--- src/rtl/irq_agg_pkg.sv ---
package irq_agg_pkg;
  localparam int NUM_CH = 2;
  localparam int ADDR_W = 8;
  localparam int DATA_W = 8;

  localparam logic [ADDR_W-1:0] LEG0_ADDR = 8'h50;
  localparam logic [ADDR_W-1:0] LEG1_ADDR = 8'h57;
  localparam logic [ADDR_W-1:0] CMB_ADDR  = 8'h71;

  localparam int LEG0_BIT     = 2;
  localparam int LEG1_BIT     = 4;
  localparam int CMB_PEND_LSB = 2;
  localparam int CMB_BLK_LSB  = 4;

  function automatic logic [ADDR_W-1:0] leg_addr(input int ch);
    return (ch == 0) ? LEG0_ADDR : LEG1_ADDR;
  endfunction

  function automatic int leg_bit(input int ch);
    return (ch == 0) ? LEG0_BIT : LEG1_BIT;
  endfunction
endpackage

--- src/rtl/irq_agg_edge.sv ---
module irq_agg_edge
  import irq_agg_pkg::*;
(
  input  logic              clk_i,
  input  logic              rst_ni,
  input  logic [NUM_CH-1:0] lvl_i,
  output logic [NUM_CH-1:0] chg_o
);
  logic [NUM_CH-1:0] lvl_q;

  for (genvar g = 0; g < NUM_CH; g++) begin : g_ch
    always_ff @(posedge clk_i or negedge rst_ni) begin
      if (!rst_ni) lvl_q[g] <= 1'b0;
      else         lvl_q[g] <= lvl_i[g];
    end
    assign chg_o[g] = lvl_i[g] ^ lvl_q[g];
  end
endmodule

--- src/rtl/irq_agg_regs.sv ---
module irq_agg_regs
  import irq_agg_pkg::*;
(
  input  logic              clk_i,
  input  logic              rst_ni,
  input  logic              cfg_we_i,
  input  logic [ADDR_W-1:0] cfg_addr_i,
  input  logic [DATA_W-1:0] cfg_wdata_i,
  output logic [DATA_W-1:0] cfg_rdata_o,
  input  logic              side_we_i,
  input  logic [DATA_W-1:0] side_wdata_i,
  input  logic [NUM_CH-1:0] chg_i,
  input  logic [NUM_CH-1:0] lvl_i,
  output logic [NUM_CH-1:0] pend_o,
  output logic [NUM_CH-1:0] blk_o
);
  logic [NUM_CH-1:0] leg_q, leg_d;
  logic [NUM_CH-1:0] cmb_q, cmb_d;
  logic [NUM_CH-1:0] blk_q, blk_d;
  logic              unused_data;

  assign unused_data = ^{side_wdata_i[DATA_W-1:CMB_BLK_LSB+NUM_CH],
                         side_wdata_i[CMB_BLK_LSB-1:0]};

  // Sources apply in order: config write, side write, input change.
  always_comb begin
    leg_d = leg_q;
    cmb_d = cmb_q;
    blk_d = blk_q;
    if (cfg_we_i) begin
      for (int c = 0; c < NUM_CH; c++) begin
        if (cfg_addr_i == leg_addr(c)) begin
          if (cfg_wdata_i[leg_bit(c)]) leg_d[c] = 1'b0;
          cmb_d = leg_d;
        end
      end
      if (cfg_addr_i == CMB_ADDR) begin
        cmb_d = cmb_d & ~cfg_wdata_i[CMB_PEND_LSB +: NUM_CH];
        leg_d = cmb_d;
      end
    end
    if (side_we_i) begin
      blk_d = side_wdata_i[CMB_BLK_LSB +: NUM_CH];
      leg_d = cmb_d;
    end
    for (int c = 0; c < NUM_CH; c++) begin
      if (chg_i[c]) begin
        cmb_d[c] = lvl_i[c];
        leg_d[c] = cmb_d[c];
      end
    end
  end

  always_ff @(posedge clk_i or negedge rst_ni) begin
    if (!rst_ni) begin
      leg_q <= '0;
      cmb_q <= '0;
      blk_q <= '0;
    end else begin
      leg_q <= leg_d;
      cmb_q <= cmb_d;
      blk_q <= blk_d;
    end
  end

  always_comb begin
    cfg_rdata_o = '0;
    for (int c = 0; c < NUM_CH; c++) begin
      if (cfg_addr_i == leg_addr(c)) cfg_rdata_o[leg_bit(c)] = leg_q[c];
    end
    if (cfg_addr_i == CMB_ADDR) begin
      cfg_rdata_o[CMB_PEND_LSB +: NUM_CH] = cmb_q;
      cfg_rdata_o[CMB_BLK_LSB +: NUM_CH]  = blk_q;
    end
  end

  assign pend_o = cmb_q;
  assign blk_o  = blk_q;


  mirror_coherent_chk: assert property (@(posedge clk_i) disable iff (!rst_ni)
    leg_q == cmb_q);


  blk_cfg_stable_chk: assert property (@(posedge clk_i) disable iff (!rst_ni)
    (!side_we_i) |=> $stable(blk_q));


  cmb_w1c_chk: assert property (@(posedge clk_i) disable iff (!rst_ni)
    (cfg_we_i && cfg_addr_i == CMB_ADDR && cfg_wdata_i[CMB_PEND_LSB] && !chg_i[0])
      |=> (!cmb_q[0] && !leg_q[0]));


  leg1_w1c_chk: assert property (@(posedge clk_i) disable iff (!rst_ni)
    (cfg_we_i && cfg_addr_i == LEG1_ADDR && cfg_wdata_i[LEG1_BIT] && !chg_i[1])
      |=> (!cmb_q[1] && !leg_q[1]));


  side_pend_stable_chk: assert property (@(posedge clk_i) disable iff (!rst_ni)
    (side_we_i && !cfg_we_i && chg_i == '0) |=> $stable(cmb_q));


  in_change_chk: assert property (@(posedge clk_i) disable iff (!rst_ni)
    chg_i[0] |=> (cmb_q[0] == $past(lvl_i[0])));
endmodule

--- src/rtl/irq_agg_out.sv ---
module irq_agg_out
  import irq_agg_pkg::*;
(
  input  logic              clk_i,
  input  logic              rst_ni,
  input  logic [NUM_CH-1:0] pend_i,
  input  logic [NUM_CH-1:0] blk_i,
  output logic              irq_o
);
  logic irq_q;

  always_ff @(posedge clk_i or negedge rst_ni) begin
    if (!rst_ni) irq_q <= 1'b0;
    else         irq_q <= |(pend_i & ~blk_i);
  end

  assign irq_o = irq_q;


  blocked_quiet_chk: assert property (@(posedge clk_i) disable iff (!rst_ni)
    ((pend_i & ~blk_i) == '0) |=> !irq_q);
endmodule

--- src/rtl/irq_status_agg.sv ---
module irq_status_agg
  import irq_agg_pkg::*;
(
  input  logic       clk_i,
  input  logic       rst_ni,
  input  logic       cfg_we_i,
  input  logic [7:0] cfg_addr_i,
  input  logic [7:0] cfg_wdata_i,
  output logic [7:0] cfg_rdata_o,
  input  logic       side_we_i,
  input  logic [7:0] side_wdata_i,
  input  logic [1:0] chan_irq_i,
  output logic       irq_o
);
  logic [NUM_CH-1:0] chg;
  logic [NUM_CH-1:0] pend;
  logic [NUM_CH-1:0] blk;

  irq_agg_edge i_edge (
    .clk_i  (clk_i),
    .rst_ni (rst_ni),
    .lvl_i  (chan_irq_i),
    .chg_o  (chg)
  );

  irq_agg_regs i_regs (
    .clk_i        (clk_i),
    .rst_ni       (rst_ni),
    .cfg_we_i     (cfg_we_i),
    .cfg_addr_i   (cfg_addr_i),
    .cfg_wdata_i  (cfg_wdata_i),
    .cfg_rdata_o  (cfg_rdata_o),
    .side_we_i    (side_we_i),
    .side_wdata_i (side_wdata_i),
    .chg_i        (chg),
    .lvl_i        (chan_irq_i),
    .pend_o       (pend),
    .blk_o        (blk)
  );

  irq_agg_out i_out (
    .clk_i  (clk_i),
    .rst_ni (rst_ni),
    .pend_i (pend),
    .blk_i  (blk),
    .irq_o  (irq_o)
  );


  irq_follows_state_chk: assert property (@(posedge clk_i) disable iff (!rst_ni)
    1'b1 |=> (irq_o == $past(|(pend & ~blk))));
endmodule

--- config.mk ---
export PLATFORM = sky130hd
export DESIGN_NAME = irq_status_agg
export DESIGN_NICKNAME = d
export VERILOG_FILES = /design/src/rtl/irq_agg_pkg.sv /design/src/rtl/irq_agg_edge.sv /design/src/rtl/irq_agg_regs.sv /design/src/rtl/irq_agg_out.sv /design/src/rtl/irq_status_agg.sv
export SDC_FILE = /design/constraint.sdc
export NUM_CORES = 1
export LEC_CHECK = 0
export BUFFER_PORTS_ARGS = -buffer_cell sky130_fd_sc_hd__buf_2
export CORE_UTILIZATION = 35
export CTS_CLUSTER_DIAMETER = 40
export DETAILED_ROUTE_END_ITERATION = 6
export PLACE_DENSITY = 0.66
export SLEW_MARGIN = 15
export SYNTH_ARGS = -nofsm -noshare
export SYNTH_HDL_FRONTEND = slang
export SYNTH_SLANG_ARGS = --single-unit
--- constraint.sdc ---
create_clock -name clk_i -period 1.4 [get_ports clk_i]
set_clock_uncertainty 0.05 [all_clocks]
set_input_delay 0.07 -clock clk_i [delete_from_list [all_inputs] [get_ports clk_i]]
set_output_delay 0.07 -clock clk_i [all_outputs]
set_load 0.005 [all_outputs]
== Yosys cells after proc, flatten, opt, wreduce, memory -nomap -nowiden ==
Index checks and enable logic that the tools add are counted.

* Multiplexer cells: 19
* Reduce and logical (&&, ||, !) cells: 5
* Bitwise logic cells: 6
* Equal/unequal tests: 3

{| class="wikitable"
|+ Operator list
! cell !! number
|-
| equality test 8 x 7 -> 1 bit (second input constant) || 3
|-
| two-way mux 2 bit || 8
|-
| two-way mux 1 bit || 10
|-
| nonzero test 3 bit || 2
|-
| bitwise AND 2 bit || 2
|-
| two-way mux 4 bit || 1
|-
| inverter 2 bit || 2
|-
| nonzero test 4 bit || 1
|-
| AND reduction 2 bit || 1
|-
| OR reduction 2 bit || 1
|-
| bitwise XOR 1 bit || 2
|}

* Register bits: 9
* Logic and storage cells: 40
* Input port bits: 30

== Longest topological paths before layout ==
Gate-level depths: netlist of the first run.

* Depth after elaboration: 9
* Mapped depth: 6
* Mapped depth without buffers: 5

== By module ==
A second synthesis of the first run with hierarchy kept.

* Cells, all modules: 79
* Area total of the unflattened synthesis: 726.9 um^2

{| class="wikitable"
|+ Modules (own cells, without submodules)
! module !! times used !! cells an instance !! area each (um^2)
|-
| irq_agg_regs || 1 || 71 || 614.3
|-
| irq_agg_edge || 1 || 4 || 67.6
|-
| irq_agg_out || 1 || 4 || 45.0
|}

== Least setup slack after synthesis of the first run ==
Ideal clock, no wire load.

* Path type: input to register
* Start: in cfg_addr_i[0]
* End: reg i_regs.cmb_q[1], in the netlist i_regs.pend_o[1]
* Data required time: 1224 ps
* Arrival: 1241 ps
* Stages on the path: 5
* Slack: -17 ps
* Setup time: 126 ps
* Buffers on the path: 0
* Cells stage by stage: or3_4 > a211oi_2 > or2b_1 > a31oi_1 > maj3_2

* Cells in the longest elaborated chain, start to end: 8
* Elaborated cells between the ends (all ways): 10

{| class="wikitable"
|+ Ends and longest elaborated chain
! element !! RTL line !! text
|-
| start, declared || irq_status_agg.sv:7 || <nowiki>input logic [7:0] cfg_addr_i,</nowiki>
|-
| equality test 8 x 7 -> 1 bit || irq_agg_regs.sv:32 || <nowiki>if (cfg_addr_i == leg_addr(c)) begin</nowiki>
|-
| two-way mux 2 bit (2 in series) || irq_agg_regs.sv:32 ||
|-
| two-way mux 2 bit || irq_agg_regs.sv:30 || <nowiki>if (cfg_we_i) begin</nowiki>
|-
| bitwise AND 2 bit || irq_agg_regs.sv:38 || <nowiki>cmb_d = cmb_d & ~cfg_wdata_i[CMB_PEND_LSB +: NUM_CH];</nowiki>
|-
| two-way mux 2 bit (*) || irq_agg_regs.sv:37 || <nowiki>if (cfg_addr_i == CMB_ADDR) begin</nowiki>
|-
| two-way mux 2 bit (*) || irq_agg_regs.sv:30 ||
|-
| two-way mux 1 bit (*) || irq_agg_regs.sv:47 || <nowiki>if (chg_i[c]) begin</nowiki>
|-
| net i_regs.cmb_d[1] || irq_agg_regs.sv:18 || <nowiki>logic [NUM_CH-1:0] cmb_q, cmb_d;</nowiki>
|-
| end signal, assigned || irq_agg_regs.sv:61 || <nowiki>cmb_q <= cmb_d;</nowiki>
|-
| end, declared || irq_agg_regs.sv:18 ||
|}

The timed path passes the listed nets; every way through them passes the cells marked *. The select of a mux whose other input is x is not followed.
A chain may end at the register's enable or synchronous reset.

== Worst setup path in the final report of the first run ==
* Start: in chan_irq_i[1]
* End: reg i_regs.leg_q[1]

* Cells in the longest elaborated chain, start to end: 3
* Elaborated cells between the ends (all ways): 5

{| class="wikitable"
|+ Ends and longest elaborated chain
! element !! RTL line !! text
|-
| start, declared || irq_status_agg.sv:12 || <nowiki>input logic [1:0] chan_irq_i,</nowiki>
|-
| bitwise XOR 1 bit || irq_agg_edge.sv:16 || <nowiki>assign chg_o[g] = lvl_i[g] ^ lvl_q[g];</nowiki>
|-
| nonzero test 4 bit (no line) / nonzero test 3 bit (equally long branches) || - ||
|-
| AND reduction 2 bit (no line) || - ||
|-
| end signal, assigned || irq_agg_regs.sv:60 || <nowiki>leg_q <= leg_d;</nowiki>
|-
| end, declared || irq_agg_regs.sv:17 || <nowiki>logic [NUM_CH-1:0] leg_q, leg_d;</nowiki>
|}

Parallel ways exist; a longest one is shown, timed or not.

==> results of run 1 <==
## sequential cells by signal (all words and copies together), names as in the netlist
signal / count
i_edge.lvl_q: 2
i_regs.blk_o: 2
i_regs.leg_q: 2
i_regs.pend_o: 2
i_out.irq_o: 1
## final cells by class
| class | count | area, um^2 |
|---|---|---|
| Tap cell | 25 | 31.3 |
| Timing Repair Buffer | 36 | 238 |
| Fill cell | 196 | 835 |
| Clock buffer | 4 | 26.3 |
| Inverter | 4 | 15.0 |
| Multi-Input combinational cell | 59 | 432 |
| Sequential cell | 9 | 225 |
## through the flow
step / setup slack, ns / hold slack (ns)
finish: 0.0643 / 0.0490
global route: 0.0107 / 0.0452
CTS: 0.0162 / 0.0335
detailed placement: -0.154 / -0.119
global placement: -0.153 / -0.123
floorplan: 0.0218 / -0.276
## power groups by stage
stage | clock (mW) | combinational, mW | sequential [mW]
2_1_floorplan | 0 | 0.111 | 0.309
3_3_place_gp | 0 | 0.170 | 0.313
3_5_place_dp | 0 | 0.175 | 0.315
4_1_cts | 0.206 | 0.186 | 0.310
5_1_grt | 0.219 | 0.207 | 0.314
6_report | 0.193 | 0.185 | 0.310
## cells in the final DEF, fill, tap and decap left out, types with 2 or more instances in the layout
cell and count:
buf_2 23, mux2_1 2, dlygate4sd3_1 5, dfrtp_1 9, buf_4 7, nand2_1 6
o21ai_0 4, nand3_1 2, conb_1 4, inv_1 4, clkbuf_4 3, nor2_1 9
nor2b_1 2, a31oi_1 2, nor4_1 2, and2_1 2
## timing repair
action	CTS	global route
hold buffers	5	0
gates resized for setup	0	2
endpoints found under the setup margin	0	1
hold endpoints to repair	13	0
## layer usage
| layer | share of wire | GRT usage |
|---|---|---|
| met4 | 0 | 0.0743 |
| met1 | 0.47 | 0.219 |
| met3 | 0.040 | 0.0235 |
| met5 | 0 | 0 |
| met2 | 0.49 | 0.297 |
## worst max-delay path by stage
stage               slack [ns]               end     startpoint  depth (start not counted)
floorplan                 0.02  i_regs.pend_o[1]  cfg_addr_i[0]                          5
global placement         -0.15  i_regs.pend_o[1]  cfg_addr_i[0]                          6
detailed placement       -0.15  i_regs.pend_o[1]  cfg_addr_i[0]                          6
CTS                       0.02   i_regs.leg_q[1]  chan_irq_i[1]                          7
global route              0.01   i_regs.leg_q[1]  chan_irq_i[1]                          7
finish                    0.06   i_regs.leg_q[1]  chan_irq_i[1]                          7
## synthesized netlist by cell type, drive strengths merged (2+ instances only)
cell type  count
nand2          6
inv            4
o21ai          5
nor2           9
nor4           3
a2bb2oi        2
mux2           2
nand3          2
a31oi          2
nor2b          3
dfrtp          9
and2           2
buf            5
## logic make-up (layout without fill, tap and decap cells)
group	count (synthesis)	count (layout)	synth area share
muxes	3	3	0.0465
DFF	9	9	0.322
and+or+nand+nor	31	31	0.288
buffers and inverters	10	44	0.0912
adders and majority gates	1	1	0.0161
AOI/OAI and AO/OA	20	20	0.231
other	1	4	0.00536
## worst max-delay path, cell delays in order
cell	delay (ns)
dlygate4sd3_1	0.53
buf_2	0.14
nor2b_2	0.15
nor2_1	0.07
a31oi_1	0.15
o21ai_0	0.10
a32o_1	0.22
==> metrics.md, run 1 <==
| Metric | Value |
|---|---|
| Dominant cells by area after synthesis | dfrtp_1 (32%), nor2_1 (4.8%), buf_4 (4.3%) |
| Sequential Power Share | 0.451 |
| Global-route wire length before repair | 2700 um |
| H-tree depth | 1 |
| Total Routed Length | 1570 um |
| Antenna Diode Count | 0 |
| Num rows | 15 |
| Placeable core region | around 1800 um^2 |
| Ratio of final minimum period to clock period | 0.954 |
| Combinational share of power | 0.269 |
| Fin cells | 137 |
| Register-to-Register Path Depth | 5 |
| VDD IR-drop max | 0.596 mV |
| Final global-route overflow total | 0 |
| Die Y | 46.7 um |
| Utilization after layout | 0.537 |
| Number of cells produced by synthesis | 75 |
| Clock group share of total power | 0.280 |
| Die width | between 40 and 50 um |
| Unrepaired setup endpoints after global routing | no |
| Largest area contributor in the netlist | dfrtp_1 |
| Placed Cells incl. Taps | 128 |
| Inserted Clock Buffers | 3 |
| Cell Pwr Density | 711 nW/um^2 |
| WL/cell | 11.4 um |
| Largest buffer count on any clock path | 2 |
| Count of buffers inserted at the top-level ports | 23 |
| Number of violations reported at the end of detailed-routing iteration 0 | 9 |
| Synth unique cells | 38 |
| Number of enable flip-flop cells after synthesis | 0 |
| Destination of the worst register-to-register timing path | i_regs.leg_q[1] |
| Switching Share | 0.280 |
| Worst setup slack for register-to-register paths | 0.16 ns |
| Final antenna-violating net count | 0 |
| Number of global-route vias before repair | 665 |
| Top-Level Pins | 39 |
| Warnings, synthesis | 0 |
| Clock Tree Root | clkbuf_4 |
| Launch point of the worst hold path | side_we_i |
| Seq/Total Area, Yosys | 0.322 |
| Setup fix buffers added after clock tree synthesis | 0 |
| TritonCTS clock tree | built |
| Ys flop type | dfrtp_1 |
| Proportion of synthesized flip-flops having asynchronous set or reset | 1.00 |
| Pre-antenna DRT Iters | 4 |
| Finished Cell Area | about 970 um^2 |
| Worst Hold Path Cells | 2 |
| Max-cap violations | 0 |
| Worst Setup Start Kind | primary input |
| CP arrival | 1.43 ns |
| Total routing resource utilization after global routing | 0.174 |
| Internal power of the cells | 496 uW |
| Max-slew violation count | 0 |
| Layout area overhead | 38.3% |
| Effective utilization at floorplan | 0.388 |
| Final GP Congestion | 0.803 |
| Number of clock sinks seen by CTS | 9 |
| Critical path capture point type | register |
| Vias per cell | between 4 and 5 |
| Vias | 679 |
| Maximum fanout count along the critical path | 4 |
| Endpoint with the worst hold slack | i_regs.leg_q[0] |
| Syn_area_per_cell | 9.33 um^2 |
| Flip-flop and latch count after synthesis | 9 |
| Data required time of the critical path | 1.49 ns |
| Maximum clock frequency | 749 MHz |
| Total power consumption of the routed design | 688 uW |
| Clk slew on worst S/H paths | 0.06 ns |
| Portion of synthesized cell area occupied by the leading cell type | 0.322 |
| Final hold violation count | 0 |
| Cell Area, Placed | 888 um^2 |
| Final HPWL DP | roughly 1300 um |
| Number of failing setup endpoints in the final timing report | 0 |
| Worst min path class | in2reg |
| Summed instance area of the synthesized netlist | roughly 700 um^2 |
| Die area | between 2000 and 2500 um^2 |
| Fraction of layout instances using a drive strength above 1 | 0.393 |
| Critical path class | in2reg |
| Largest net degree at the start of global routing | 11 |
| Sw Pwr | about 190 uW |
| Static leakage power | 0.434 nW |
| R2r startpoint | i_edge.lvl_q[1] |
| Nets | around 140 |
| Antenna violations before repair | 0 |
| Outcome | complete, no violations |
| Post-layout min period | 1.34 ns |
| Clock insertion delay at the later pin of the skew report | 0.25 ns |
| Setup Total Neg Slack | 0 ns |
| Total DRC errors in the routed layout | 0 |
Power figures use the tool's default switching activity.
==> inputs of run 2 (changes only) <==
- PLACE_DENSITY: 0.66 -> 0.62
==> run 2 against run 1 <==
  * Cell area increased by 4.9%
  * Combinational power increased by 4%
  * First-iteration DRC count increased by 22%
  * Sequential power about the same
  * Clock power about the same
  * Worst setup slack got worse by 0.011 ns
  * Via count increased by 1.9%
  * Critical path type unchanged
==> metrics.md, run 2 (synthesized netlist as in run 1, its figures left out) <==
| Metric | Value |
|---|---|
| Outcome | complete, no violations |
| Data required time of the critical path | 1.50 ns (about the same) |
| Inserted Clock Buffers | 3 (unchanged) |
| Num rows | 15 (unchanged) |
| Layout area overhead | 45.1% |
| Pre-antenna DRT Iters | 3 (-1) |
| Total Routed Length | 1630 um (+3.8%) |
| CP arrival | 1.44 ns (about the same) |
| Setup Total Neg Slack | 0 ns (unchanged) |
| Number of violations reported at the end of detailed-routing iteration 0 | 11 (+2) |
| Maximum fanout count along the critical path | 4 (unchanged) |
| Static leakage power | 0.462 nW (+6.6%) |
| H-tree depth | 1 (unchanged) |
| Post-placement worst setup slack | -0.148 ns (+0.00629 ns) |
| Clk slew on worst S/H paths | 0.06 ns (about the same) |
| Top-Level Pins | 39 (unchanged) |
| Utilization after layout | 0.563 (+0.0264) |
| Delay of the slowest critical-path stage | 0.53 ns (about the same) |
| Largest buffer count on any clock path | 2 (unchanged) |
| Post-layout min period | 1.35 ns (+0.0109 ns) |
| Worst min path class | in2reg |
| Fill cell total of the finished layout | 176 (-10%) |
| Worst Setup Start Kind | primary input |
| CP max-delay cell | dlygate4sd3_1 |
| Antenna violations before repair | 0 (unchanged) |
| Sum of buffers and inverters on the critical path | 2 (unchanged) |
| Die width | 46.7 um (unchanged) |
| Final global-route overflow total | 0 (unchanged) |
| Max-slew violation count | 0 (unchanged) |
| Finished Cell Area | 1010 um^2 (+4.9%) |
| Effective utilization at floorplan | 0.388 (unchanged) |
| WL/cell | 11.5 um (+0.17%) |
| Ratio of final minimum period to clock period | 0.962 (+0.00777) |
| Final Worst Setup Slack | 0.0534 ns (-0.0109 ns) |
| VDD IR-drop max | 0.503 mV (-16%) |
| Area occupied by multi-input gates | 442 um^2 (+2.3%) |
| Cell-by-cell listing of the critical path | dlygate4sd3_1, buf_2, nor2b_2, nor2_1, a31oi_1, o21ai_0, a32o_1 |
| Max-cap violations | 0 (unchanged) |
| Vias | 692 (+1.9%) |
| Global-route wire length before repair | 2580 um (-4.3%) |
| Final antenna-violating net count | 0 (unchanged) |
| Register cell area after layout | 225 um^2 (unchanged) |
| Fin cells | 142 (+3.6%) |
| Maximum clock frequency | 743 MHz (-0.81%) |
| Count of buffers inserted at the top-level ports | 23 (unchanged) |
| Clock Tree Root | clkbuf_4 |
| Cell Area, Placed | 918 um^2 (+3.4%) |
| Fraction of layout instances using a drive strength above 1 | 0.444 (+0.0516) |
| Final GP Congestion | 0.873 (+8.8%) |
| Largest net degree at the start of global routing | 11 (unchanged) |
| Number of global-route vias before repair | 624 (-6.2%) |
| Cell Pwr Density | 689 nW/um^2 (-3.2%) |
| Critical path class | in2reg |
| Total power consumption of the routed design | 699 uW (+1.6%) |
| Nets | 148 (+3.5%) |
| Vias per cell | 4.87 (-1.7%) |
| Placeable core region | 1800 um^2 (unchanged) |
| Most common cell after layout, fill and taps aside | buf_2 |
| Worst Hold Margin | 0.0591 ns (+0.0101 ns) |
| Critical path capture point type | register |
| Number of failing setup endpoints in the final timing report | 0 (unchanged) |
| Die Y | 46.7 um (unchanged) |
| Antenna Diode Count | 0 (unchanged) |
| Number of clock sinks seen by CTS | 9 (unchanged) |
| Unrepaired setup endpoints after global routing | yes |
| TritonCTS clock tree | built |
| Die area | 2180 um^2 (unchanged) |
| Total DRC errors in the routed layout | 0 (unchanged) |
| Placed Cells incl. Taps | 132 (+3.1%) |
| Final HPWL DP | 1300 um (+2.8%) |
| Clock insertion delay at the later pin of the skew report | 0.26 ns (about the same) |
| Total routing resource utilization after global routing | 0.172 (-0.00202) |
| Most frequent cells in the layout | buf_2 (23), buf_4 (12), nor2_1 (9), dfrtp_1 (9) |
| Final hold violation count | 0 (unchanged) |
| Cell family with the largest share of critical-path delay | buffers and inverters |
==> run 2: cell count changes in the layout (fill, tap and decap cells not counted), sizes merged <==
cell / before / now
buf: 31 / 36
==> run 2: worst paths after layout <==
| check | startpoint | endpoint | slack [ns] | cells after the start |
|---|---|---|---|---|
| worst min register to register | i_regs.blk_o[1] | i_out.irq_o | 0.44 | 1 |
| max in group asynchronous | rst_ni | i_regs.leg_q[0] | 0.96 | 2 |
| worst max register to register | i_edge.lvl_q[1] | i_regs.leg_q[1] | 0.16 | 5 |
| min in group asynchronous | rst_ni | i_edge.lvl_q[1] | 0.15 | 2 |
| worst min-delay path | side_we_i | i_regs.leg_q[0] | 0.06 | 2 |
| worst max-delay path | chan_irq_i[1] | i_regs.leg_q[1] | 0.05 | 7 |
==> run 2: routing by layer <==
| layer | track usage | vias up | routed length, um |
|---|---|---|---|
| met5 | 0 | - | 0 |
| met4 | 0.109 | 0 | 9 |
| met3 | 0.0157 | 2 | 67 |
| met2 | 0.275 | 21 | 802 |
| met1 | 0.222 | 315 | 749 |
| li1 | - | 354 | - |
==> run 2: final cells by class <==
cell class,count,area share
multi-input cells,59,0.435
repair buffers,41,0.271
flip-flops and latches,9,0.222
well taps,25,0.0308
clock buffers,4,0.0259
inverters,4,0.0148
==> run 2: power by group <==
part / internal [mW] / leakage [nW] / switching [mW]
clock network: 0.110 / 0.0150 / 0.0868
logic: 0.104 / 0.342 / 0.0898
registers: 0.288 / 0.105 / 0.0210
total: 0.501 / 0.462 / 0.198
==> run 2: repair_timing <==
| item | 4_1_cts | 5_1_grt |
|---|---|---|
| hold endpoints to repair | 13 | 0 |
| gates resized for setup | 0 | 6 |
| setup buffers | 0 | 3 |
| hold buffers | 5 | 0 |
| setup endpoints to repair | 0 | 4 |
==> inputs of run 3 (changes only) <==
- CORE_ASPECT_RATIO: default -> 0.75
==> run 3 against run 2 <==
  * Non-clock buffer count decreased by 3
  * Power barely moved
  * Clock power about the same
  * Critical endpoint unchanged
  * Largest power group unchanged
==> metrics.md, run 3 (synthesized netlist as in run 1, its figures left out) <==
| Metric | Value |
|---|---|
| Switching Share | 0.286 (+0.00297) |
| Critical path class | in2reg |
| Maximum clock frequency | 723 MHz (-2.6%) |
| Pre-antenna DRT Iters | 4 (+1) |
| Post-layout min period | 1.38 ns (+0.0357 ns) |
| Setup Total Neg Slack | 0 ns (unchanged) |
| VDD IR-drop max | 0.677 mV (+34%) |
| Total routing resource utilization after global routing | 0.163 (-0.00887) |
| Worst Setup Start Kind | primary input |
| Critical path capture point type | register |
| Clk slew on worst S/H paths | 0.06 ns (about the same) |
| Die area | 2180 um^2 (+0.10%) |
| Num rows | 13 (-2) |
| Delay of the slowest critical-path stage | 0.54 ns (about the same) |
| Launch point of the worst hold path | side_we_i |
| Ratio of final minimum period to clock period | 0.987 (+0.0255) |
| Sum of buffers and inverters on the critical path | 2 (unchanged) |
| Layout area overhead | 39.9% |
| Worst min path class | in2reg |
| Nets | 145 (-2.0%) |
| Max-slew violation count | 0 (unchanged) |
| Antenna Diode Count | 0 (unchanged) |
| Largest net degree at the start of global routing | 11 (unchanged) |
| Cell Pwr Density | 713 nW/um^2 (+3.6%) |
| Combinational share of power | 0.274 (-0.003) |
| Max-cap violations | 0 (unchanged) |
| Cell-by-cell listing of the critical path | dlygate4sd3_1, buf_4, nor2b_1, nor2_1, o21a_1, o311ai_0, a32o_2 |
| Vias | 684 (-1.2%) |
| Top-Level Pins | 39 (unchanged) |
| Data required time of the critical path | 1.50 ns (about the same) |
| Final global-route overflow total | 0 (unchanged) |
| Setup fix buffers added after clock tree synthesis | 0 (unchanged) |
| Count of buffers inserted at the top-level ports | 23 (unchanged) |
| Die width | 53.6 um (+15%) |
| Antenna violations before repair | 0 (unchanged) |
| Effective utilization at floorplan | 0.387 (-0.000807) |
| Number of clock sinks seen by CTS | 9 (unchanged) |
| Maximum fanout count along the critical path | 4 (unchanged) |
| Register-to-Register Path Depth | 4 (-1) |
| TritonCTS clock tree | built |
| Total DRC errors in the routed layout | 0 (unchanged) |
| Sequential Power Share | 0.443 (about the same) |
| Global-route wire length before repair | 2420 um (-6.4%) |
| WL/cell | 11.8 um (+3.1%) |
| Most common cell after layout, fill and taps aside | buf_2 |
| Final HPWL DP | 1320 um (+1.3%) |
| Static leakage power | 0.449 nW (-3.0%) |
| Unrepaired setup endpoints after global routing | yes |
| Fraction of layout instances using a drive strength above 1 | 0.421 (-0.0234) |
| Total power consumption of the routed design | 698 uW (about the same) |
| Cell Area, Placed | 887 um^2 (-3.4%) |
| Setup crit start | chan_irq_i[1] |
| CP max-delay cell | dlygate4sd3_1 |
| Die Y | 40.7 um (-13%) |
| Utilization after layout | 0.542 (-0.0213) |
| Internal power of the cells | 499 uW (-0.50%) |
| Clock insertion delay at the later pin of the skew report | 0.26 ns (about the same) |
| Placeable core region | 1810 um^2 (+0.21%) |
| Finished Cell Area | 978 um^2 (-3.6%) |
| Sw Pwr | 199 uW (+0.96%) |
| Final antenna-violating net count | 0 (unchanged) |
| Clock group share of total power | 0.283 (+0.002) |
| Final hold violation count | 0 (unchanged) |
| H-tree depth | 1 (unchanged) |
| Worst Hold Path Cells | 2 (unchanged) |
| Vias per cell | 5.03 (+3.2%) |
| Final GP Congestion | 0.819 (-6.2%) |
| R2r startpoint | i_regs.pend_o[1] |
| Total Routed Length | 1610 um (-1.2%) |
| Largest buffer count on any clock path | 2 (unchanged) |
| CP arrival | 1.48 ns (+0.04 ns) |
| Inserted Clock Buffers | 3 (unchanged) |
| Cell family with the largest share of critical-path delay | buffers and inverters |
| Number of global-route vias before repair | 563 (-9.8%) |
| Number of violations reported at the end of detailed-routing iteration 0 | 2 (-9) |
| Number of failing setup endpoints in the final timing report | 0 (unchanged) |
| Outcome | complete, no violations |
| Most frequent cells in the layout | buf_2 (22), buf_4 (11), nor2_1 (9), dfrtp_1 (9), nand2_1 (6) |
| Clock Tree Root | clkbuf_4 |
| Number of cells on the critical path | 7 (unchanged) |
[run 3: routing by layer]
metal / up-vias / share of wire / global-route usage
met5: - / 0 / 0
met4: 0 / 0 / 0.0197
met3: 0 / 0.040 / 0.0444
met2: 18 / 0.48 / 0.297
met1: 321 / 0.48 / 0.201
li1: 345 / - / -
[run 3: worst paths after layout]
path | slack, ns | endpoint
min reg2reg | 0.43 | i_out.irq_o
max | 0.02 | i_regs.leg_q[1]
max reg2reg | 0.14 | i_regs.pend_o[1]
max in group asynchronous | 0.99 | i_edge.lvl_q[1]
min | 0.06 | i_regs.leg_q[0]
min in group asynchronous | 0.13 | i_edge.lvl_q[0]
[run 3: timing repair]
| item | 4_1_cts | 5_1_grt |
|---|---|---|
| endpoints found under the setup margin | 0 | 3 |
| gates resized for setup | 0 | 6 |
| hold endpoints to repair | 13 | 0 |
| hold buffers | 5 | 0 |
[run 3: final cells by class]
cell class | instances | area (um^2)
inverter | 4 | 15.0
clock buffer | 4 | 26.3
sequential | 9 | 225
fill | 175 | 827
timing repair buffer | 38 | 243
tap | 22 | 27.5
multi-input combinational | 59 | 442
[run 3: stage by stage]
| step | worst slack, ns | std cells | hold slack (ns) |
|---|---|---|---|
| 3_3_place_gp | -0.141 | 127 | -0.121 |
| 6_report | 0.0177 | 136 | 0.0601 |
| 2_1_floorplan | 0.0218 | 78 | -0.276 |
| 5_1_grt | -0.00517 | 136 | 0.0662 |
| 4_1_cts | 0.00326 | 136 | 0.0542 |
| 3_5_place_dp | -0.154 | 127 | -0.121 |
[run 3: power groups by stage]
stage / Clock (mW) / Sequential (mW) / Combinational (mW)
after global routing: 0.220 / 0.313 / 0.211
after floorplan: 0 / 0.309 / 0.111
after detailed placement: 0 / 0.314 / 0.175
after CTS: 0.206 / 0.309 / 0.186
after global placement: 0 / 0.312 / 0.171
final: 0.198 / 0.309 / 0.191
